## config.mk

```make
export PLATFORM = sky130hd
export DESIGN_NAME = vbi_line_serializer
export DESIGN_NICKNAME = d
export VERILOG_FILES = /design/src/rtl/vbi_pkg.sv /design/src/rtl/vbi_slot_regs.sv /design/src/rtl/vbi_bit_shifter.sv /design/src/rtl/vbi_line_serializer.sv
export SDC_FILE = /design/constraint.sdc
export NUM_CORES = 1
export LEC_CHECK = 0
export BUFFER_PORTS_ARGS = -buffer_cell sky130_fd_sc_hd__buf_4
export CAP_MARGIN = 20
export CORE_ASPECT_RATIO = 0.9
export CORE_MARGIN = 1.5
export CORE_UTILIZATION = 35
export DETAILED_ROUTE_END_ITERATION = 16
export GPL_TIMING_DRIVEN = 0
export SLEW_MARGIN = 20
export SYNTH_ARGS = -nofsm -noshare
export SYNTH_HDL_FRONTEND = slang
export SYNTH_SLANG_ARGS = --single-unit
```

## constraint.sdc

```tcl
create_clock -name clk -period 2.56 [get_ports clk]
set_clock_uncertainty 0.1 [all_clocks]
set_input_delay 0.512 -clock clk [delete_from_list [all_inputs] [get_ports clk]]
set_output_delay 0.512 -clock clk [all_outputs]
set_load 0.1 [all_outputs]
```

## src/rtl/vbi_pkg.sv

```systemverilog
package vbi_pkg;
  localparam int BYTE_W    = 8;
  localparam int WSS_BITS  = 14;
  localparam int CHK_BITS  = 6;
  localparam int CAP_BITS  = 16;
  localparam int FRAME_MAX = WSS_BITS + CHK_BITS;
  localparam int CNT_W     = $clog2(FRAME_MAX + 1);

  // Assemble the transmit word; bit 0 leaves first.
  function automatic logic [FRAME_MAX-1:0] frame_word(input logic is_wss,
      input logic [BYTE_W-1:0] lo, input logic [BYTE_W-1:0] hi,
      input logic [BYTE_W-1:0] chk);
    if (is_wss) return {chk[CHK_BITS-1:0], hi[WSS_BITS-BYTE_W-1:0], lo};
    return {{(FRAME_MAX-CAP_BITS){1'b0}}, hi, lo};
  endfunction

  // Number of bits sent for a slot kind and standard.
  function automatic logic [CNT_W-1:0] frame_len(input logic is_wss, input logic pal);
    if (!is_wss) return CNT_W'(CAP_BITS);
    if (pal) return CNT_W'(WSS_BITS);
    return CNT_W'(FRAME_MAX);
  endfunction
endpackage

```

## src/rtl/vbi_slot_regs.sv

```systemverilog
module vbi_slot_regs
  import vbi_pkg::*;
#(
  parameter int SLOT   = 0,
  parameter bit IS_WSS = 1'b0,
  parameter int ADDR_W = 6,
  parameter int LINE_W = 10
) (
  input  logic                 clk,
  input  logic                 rst_n,
  input  logic                 wr_en,
  input  logic [ADDR_W-1:0]    wr_addr,
  input  logic [BYTE_W-1:0]    wr_data,
  input  logic                 host_en,
  input  logic                 busy_here,
  input  logic                 done_here,
  output logic                 status,
  output logic [FRAME_MAX-1:0] act_word,
  output logic [LINE_W-1:0]    cfg_line,
  output logic                 cfg_field,
  output logic                 cfg_en
);
  localparam logic [2:0] NEED = IS_WSS ? 3'b111 : 3'b011;

  logic [BYTE_W-1:0] stg_lo, stg_hi, stg_chk, act_lo, act_hi, act_chk;
  logic [2:0]        mask;
  logic              sel, commit;

  assign sel    = wr_en && (wr_addr[ADDR_W-1:3] == (ADDR_W-3)'(SLOT));
  assign commit = host_en && ((mask & NEED) == NEED) && !busy_here;

  always_ff @(posedge clk) begin
    if (!rst_n) begin
      stg_lo <= '0; stg_hi <= '0; stg_chk <= '0;
      act_lo <= '0; act_hi <= '0; act_chk <= '0;
      mask <= '0; status <= 1'b1;
      cfg_line <= '0; cfg_field <= 1'b0; cfg_en <= 1'b0;
    end else begin
      if (commit) begin
        act_lo <= stg_lo; act_hi <= stg_hi; act_chk <= stg_chk;
        mask   <= '0;
        status <= 1'b0;
      end
      if (done_here) status <= 1'b1;
      if (sel) begin
        case (wr_addr[2:0])
          3'd0: begin stg_lo  <= wr_data; mask[0] <= 1'b1; end
          3'd1: begin stg_hi  <= wr_data; mask[1] <= 1'b1; end
          3'd2: begin stg_chk <= wr_data; mask[2] <= 1'b1; end
          3'd3: cfg_line[7:0] <= wr_data;
          3'd4: begin
            cfg_en    <= wr_data[7];
            cfg_field <= wr_data[6];
            cfg_line[LINE_W-1:8] <= wr_data[LINE_W-9:0];
          end
          default: ;
        endcase
      end
    end
  end

  assign act_word = frame_word(IS_WSS, act_lo, act_hi, act_chk);

  AST_ACT_FROZEN_WHILE_BUSY: assert property (@(posedge clk) disable iff (!rst_n)
    busy_here |=> $stable(act_word));
  AST_STATUS_FALL_NEEDS_HOST: assert property (@(posedge clk) disable iff (!rst_n)
    $fell(status) |-> $past(host_en));
endmodule

```

## src/rtl/vbi_bit_shifter.sv

```systemverilog
module vbi_bit_shifter
  import vbi_pkg::*;
#(
  parameter int SLOT_W = 2
) (
  input  logic                 clk,
  input  logic                 rst_n,
  input  logic                 bit_strobe,
  input  logic                 arm_req,
  input  logic [SLOT_W-1:0]    arm_id,
  input  logic [FRAME_MAX-1:0] load_word,
  input  logic [CNT_W-1:0]     load_len,
  output logic                 busy,
  output logic [SLOT_W-1:0]    cur_slot,
  output logic                 done,
  output logic                 ser_data,
  output logic                 ser_valid
);
  logic                 armed, shifting;
  logic [FRAME_MAX-1:0] shreg;
  logic [CNT_W-1:0]     remain;

  assign busy = armed | shifting;
  assign done = shifting && bit_strobe && (remain == CNT_W'(1));

  always_ff @(posedge clk) begin
    if (!rst_n) begin
      armed <= 1'b0; shifting <= 1'b0; cur_slot <= '0;
      shreg <= '0; remain <= '0; ser_data <= 1'b0; ser_valid <= 1'b0;
    end else begin
      ser_valid <= 1'b0;
      if (!busy && arm_req) begin
        armed    <= 1'b1;
        cur_slot <= arm_id;
      end else if (armed && bit_strobe) begin
        ser_data  <= load_word[0];
        ser_valid <= 1'b1;
        shreg     <= load_word >> 1;
        remain    <= load_len - CNT_W'(1);
        armed     <= 1'b0;
        shifting  <= 1'b1;
      end else if (shifting && bit_strobe) begin
        ser_data  <= shreg[0];
        ser_valid <= 1'b1;
        shreg     <= shreg >> 1;
        remain    <= remain - CNT_W'(1);
        if (done) shifting <= 1'b0;
      end
    end
  end

  AST_VALID_AFTER_STROBE: assert property (@(posedge clk) disable iff (!rst_n)
    ser_valid |-> $past(bit_strobe));
  AST_LAST_BIT_ON_FALL: assert property (@(posedge clk) disable iff (!rst_n)
    $fell(shifting) |-> ser_valid);
endmodule

```

## src/rtl/vbi_line_serializer.sv

```systemverilog
module vbi_line_serializer
  import vbi_pkg::*;
#(
  parameter int NUM_CC  = 2,
  parameter int NUM_WSS = 2,
  parameter int ADDR_W  = 6,
  parameter int LINE_W  = 10,
  parameter int NUM_SLOTS = NUM_CC + NUM_WSS,
  parameter int SLOT_W  = (NUM_SLOTS > 1) ? $clog2(NUM_SLOTS) : 1
) (
  input  logic                 clk,
  input  logic                 rst_n,
  input  logic                 wr_en,
  input  logic [ADDR_W-1:0]    wr_addr,
  input  logic [7:0]           wr_data,
  input  logic [LINE_W-1:0]    line_num,
  input  logic                 field_id,
  input  logic                 line_start,
  input  logic                 bit_strobe,
  output logic                 ser_data,
  output logic                 ser_valid,
  output logic [NUM_SLOTS-1:0] slot_status
);
  localparam logic [ADDR_W-1:0] CTRL_ADDR = {3'b111, {(ADDR_W-3){1'b0}}};

  logic                 host_en, pal;
  logic                 busy, done, arm_req, wss_sel;
  logic [SLOT_W-1:0]    cur_slot, arm_id;
  logic [NUM_SLOTS-1:0] hit, busy_here, done_here;
  logic [FRAME_MAX-1:0] words [NUM_SLOTS];
  logic [FRAME_MAX-1:0] load_word;
  logic [CNT_W-1:0]     load_len;

  always_ff @(posedge clk) begin
    if (!rst_n) begin
      host_en <= 1'b0; pal <= 1'b0;
    end else if (wr_en && wr_addr == CTRL_ADDR) begin
      host_en <= wr_data[0]; pal <= wr_data[1];
    end
  end

  for (genvar i = 0; i < NUM_SLOTS; i++) begin : g_slot
    logic [LINE_W-1:0] c_line;
    logic              c_field, c_en;
    vbi_slot_regs #(.SLOT(i), .IS_WSS(i >= NUM_CC), .ADDR_W(ADDR_W), .LINE_W(LINE_W)) u_regs (
      .clk(clk), .rst_n(rst_n), .wr_en(wr_en), .wr_addr(wr_addr), .wr_data(wr_data),
      .host_en(host_en), .busy_here(busy_here[i]), .done_here(done_here[i]),
      .status(slot_status[i]), .act_word(words[i]),
      .cfg_line(c_line), .cfg_field(c_field), .cfg_en(c_en));
    assign hit[i]       = line_start && c_en && (c_line == line_num) && (c_field == field_id);
    assign busy_here[i] = busy && (cur_slot == SLOT_W'(i));
    assign done_here[i] = done && (cur_slot == SLOT_W'(i));

    AST_STATUS_RISE_WITH_BIT: assert property (@(posedge clk) disable iff (!rst_n)
      $rose(slot_status[i]) |-> ser_valid);
  end

  // Lowest-numbered matching slot wins the line.
  always_comb begin
    arm_req = 1'b0;
    arm_id  = '0;
    for (int i = NUM_SLOTS - 1; i >= 0; i--) begin
      if (hit[i]) begin
        arm_req = 1'b1;
        arm_id  = SLOT_W'(i);
      end
    end
  end

  assign wss_sel   = (32'(cur_slot) >= NUM_CC);
  assign load_word = words[cur_slot];
  assign load_len  = frame_len(wss_sel, pal);

  vbi_bit_shifter #(.SLOT_W(SLOT_W)) u_shift (
    .clk(clk), .rst_n(rst_n), .bit_strobe(bit_strobe), .arm_req(arm_req), .arm_id(arm_id),
    .load_word(load_word), .load_len(load_len), .busy(busy), .cur_slot(cur_slot),
    .done(done), .ser_data(ser_data), .ser_valid(ser_valid));
endmodule

```

==> reports/summary.json <==
{
  "startpoint_type": "flop",
  "cts.hold.buffers_added": 0,
  "placement_rows": 58,
  "hold-path-endpoint": "g_slot[1].u_regs.stg_lo[4]",
  "mappedNetlistArea_mm2": 0.009991,
  "synth.yosys.seq_area_share": 0.4769,
  "numCtsBuffers": 27,
  "setup_total_negative_slack_ns": 0,
  "drt_pre_antenna_iters": 5,
  "floorplan.die.width_um": 181.1,
  "worst_setup_slack_for_register_to_register_paths_ns": 0.38,
  "route.vias.total": 8344,
  "start_util": 0.3567,
  "critical_path.top_delay_family": "simple AND/OR/NAND/NOR gates",
  "synth.cells.most_frequent": "238 x sky130_fd_sc_hd__dfxtp_1, 232 x sky130_fd_sc_hd__nand2_1, 143 x sky130_fd_sc_hd__a21oi_1",
  "iter_0_drt_violations": 718,
  "placeableCoreArea_mm2": 0.02801,
  "routed_wire_length_per_instance_um": 18.96,
  "yosys_register_bits": 238,
  "rsz0062_at_grt": "false",
  "synthFlopType": "sky130_fd_sc_hd__dfxtp_1",
  "yosysMostFrequentCell": "sky130_fd_sc_hd__dfxtp_1",
  "path_clk_slew_ns": 0.06,
  "drt-total-wl_um": 29850,
  "fin_crit_sh": 0.8517,
  "dieHeight_um": 163.3,
  "antenna-diode-count": 0,
  "tritoncts_clock_tree": "built",
  "placement_stage_cell_area_mm2": 0.01062,
  "gr_usage_total": 0.2022,
  "syn-instance-count": 1142,
  "timing.rr.start": "u_shift.armed",
  "avgViaCountPerCell": 5.301,
  "worstSetupPathType": "flop to flop",
  "place_worst_setup_slack_ns": 0.1151,
  "crit_path_max_incr_delay_ns": 0.64,
  "synth_top_cells_by_area": "sky130_fd_sc_hd__dfxtp_1 48%, sky130_fd_sc_hd__nand2_1 8.7%, sky130_fd_sc_hd__a21oi_1 7.2%",
  "yosys_warnings": 0,
  "worst_slew_margin_rel": 0.3816,
  "wire_length_of_the_first_global_routing_pass_um": 46110,
  "setup_viol": 0,
  "period_needed_ns": 2.180,
  "synth_top_area_frac": 0.4769,
  "status": "finished clean",
  "final_instance_area_mm2": 0.01150,
  "power.density_mw_per_mm2": 688.5,
  "synth.net_count": 1174,
  "grt_pass1_vias": 7850,
  "dieArea_mm2": 0.02957,
  "worst_r2r_path_depth": 6,
  "syn_to_final_growth_pct": 15.12,
  "worstSetupEndpointType": "flop",
  "worst_r2r_endpoint": "u_shift.cur_slot[1]",
  "cellLeakagePower_uw": 0.004062,
  "io_buffers": 24,
  "globalRoute.totalOverflow": 0,
  "number_of_antenna_violations_at_the_first_check_in_global_routing": 0,
  "finalHoldViolCount": 0,
  "synth_area_per_cell_um2": 8.749,
  "cts_post_setup_buffers_inserted": 0,
  "final.hold.worst_slack_ns": 0.1864,
  "drt_drc_violations_left": 0,
  "numClockSinks": 238,
  "post_cts_resize_count": 0,
  "grt_max_degree": 13,
  "fill_count": 2857,
  "clock_path_buffers": 3,
  "timing.hold.worst.start": "wr_data[4]",
  "worst-slew-pin-transition_ns": 0.9277,
  "post-route-worst-setup-slack_ns": 0.3796,
  "whs_path_depth": 3,
  "htree_num_levels": 1,
  "netlist-cell-type-count": 55,
  "post-dp-hpwl_um": 21150,
  "max_freq_mhz": 458.6,
  "final_nets": 1227,
  "io_pins": 36,
  "synth_area_leader_cell": "sky130_fd_sc_hd__dfxtp_1",
  "finalWeightedCongestion": 0.8391,
  "critical_path_arrival_ns": 2.51,
  "clk_latency_ns": 0.53,
  "drive_above_1_share": 0.1367,
  "pins_over_slew_limit": 0,
  "worstPathMaxFanout": 10,
  "hold_crit_class": "primary input to flop",
  "synthArstFlopShare": 0,
  "clock_tree.root_cell": "sky130_fd_sc_hd__clkbuf_16",
  "crit_chain": "buf_6 -> nor3b_1 -> nand4_1 -> nor4_1 -> a31oi_1 -> o211a_1",
  "number_of_synthesized_flops_with_an_enable_pin": 0,
  "worst_path_max_delay_cell": "sky130_fd_sc_hd__nor4_1",
  "critical_path.n_buffers_inverters": 1,
  "vdd.ir_drop.worst_mv": 0.3914,
  "drtAntennaViolNets": 0,
  "cp.required_ns": 2.89,
  "max_cap_violations": 0
}
-- through the flow --
stage                 util  std cells  power, uW
finish              0.4106       1574       7918
global route        0.4106       1574       8147
CTS                 0.4106       1574       7953
detailed placement  0.3792       1526       4120
global placement    0.3792       1526       4120
floorplan                -       1142       3973
-- how the worst max path moves through the flow --
stage / to / cells after the start / start / slack, ns
final: u_shift.cur_slot[1] / 6 / u_shift.armed / 0.38
after global routing: u_shift.armed / 6 / u_shift.armed / 0.25
after CTS: u_shift.cur_slot[1] / 6 / u_shift.armed / 0.53
after detailed placement: u_shift.remain[0] / 5 / rst_n / 0.12
after global placement: u_shift.ser_valid / 5 / rst_n / 0.14
after floorplan: g_slot[1].u_regs.cfg_line[6] / 7 / wr_addr[5] / 0.74
-- worst min-delay path, cell delays in order --
cell and delay [ns]:
sky130_fd_sc_hd__buf_4 0.14, sky130_fd_sc_hd__nand3_1 0.06, sky130_fd_sc_hd__a21oi_1 0.05
-- final cells by class --
class / count / area (um2) / share of cell area
multi-input combinational: 801 / 4700 / 0.4086
buffer: 96 / 500.5 / 0.04352
tap: 360 / 450.4 / 0.03916
clock buffer: 41 / 788.3 / 0.06854
inverter: 7 / 26.28 / 0.002285
sequential: 238 / 4765 / 0.4143
timing repair buffer: 24 / 180.2 / 0.01567
clock inverter: 7 / 91.34 / 0.007942
-- metal layers --
metal | global-route usage | share of wire | vias up
met4 | 0.05795 | 0.026 | 0
li1 | - | - | 4004
met1 | 0.2910 | 0.47 | 4004
met3 | 0.02854 | 0.070 | 55
met5 | 0 | 0 | -
met2 | 0.3147 | 0.43 | 281
-- report_power, final --
part | switching [uW] | internal, uW
sequential | 5.55 | 3710
combinational | 242 | 82.7
clock | 1560 | 2320
-- cell families after synthesis --
family / Yosys count / share of synthesized area
simple gates: 476 / 0.2118
flops: 238 / 0.4769
compound gates: 196 / 0.1140
buf+inv: 103 / 0.05272
mux: 82 / 0.1027
xor+xnor: 45 / 0.03945
fa+ha+maj: 2 / 0.002504
-- placed cells by master, fill, tap and decap left out, types with 3 or more instances in the layout --
master and count:
sky130_fd_sc_hd__a21oi_1 143, sky130_fd_sc_hd__a21oi_2 10, sky130_fd_sc_hd__a221oi_1 3, sky130_fd_sc_hd__a311oi_1 16, sky130_fd_sc_hd__a31oi_1 4, sky130_fd_sc_hd__buf_2 28, sky130_fd_sc_hd__buf_4 35, sky130_fd_sc_hd__buf_6 7
sky130_fd_sc_hd__clkbuf_1 57, sky130_fd_sc_hd__clkbuf_16 27, sky130_fd_sc_hd__clkbuf_8 6, sky130_fd_sc_hd__clkinv_2 4, sky130_fd_sc_hd__dfxtp_1 238, sky130_fd_sc_hd__inv_1 5, sky130_fd_sc_hd__mux2_2 4, sky130_fd_sc_hd__mux2i_1 62
sky130_fd_sc_hd__mux4_2 16, sky130_fd_sc_hd__nand2_1 232, sky130_fd_sc_hd__nand2_2 10, sky130_fd_sc_hd__nand2b_1 3, sky130_fd_sc_hd__nand3_1 98, sky130_fd_sc_hd__nand4_1 10, sky130_fd_sc_hd__nor2_1 87, sky130_fd_sc_hd__nor3_1 5
sky130_fd_sc_hd__nor4_1 8, sky130_fd_sc_hd__o21ai_0 8, sky130_fd_sc_hd__xnor2_1 29, sky130_fd_sc_hd__xor2_1 16
-- state kept, by name, indices dropped and copies added (netlist names), 5 cells and up --
| name | flops |
|---|---|
| g_slot.u_regs.act_lo | 32 |
| g_slot.u_regs.stg_hi | 28 |
| g_slot.u_regs.stg_chk | 12 |
| u_shift.shreg | 19 |
| g_slot.u_regs.cfg_line | 40 |
| g_slot.u_regs.mask | 10 |
| g_slot.u_regs.stg_lo | 32 |
| g_slot.u_regs.act_hi | 28 |
| g_slot.u_regs.act_chk | 12 |
| u_shift.remain | 5 |
(Power assumes the default switching activity.)
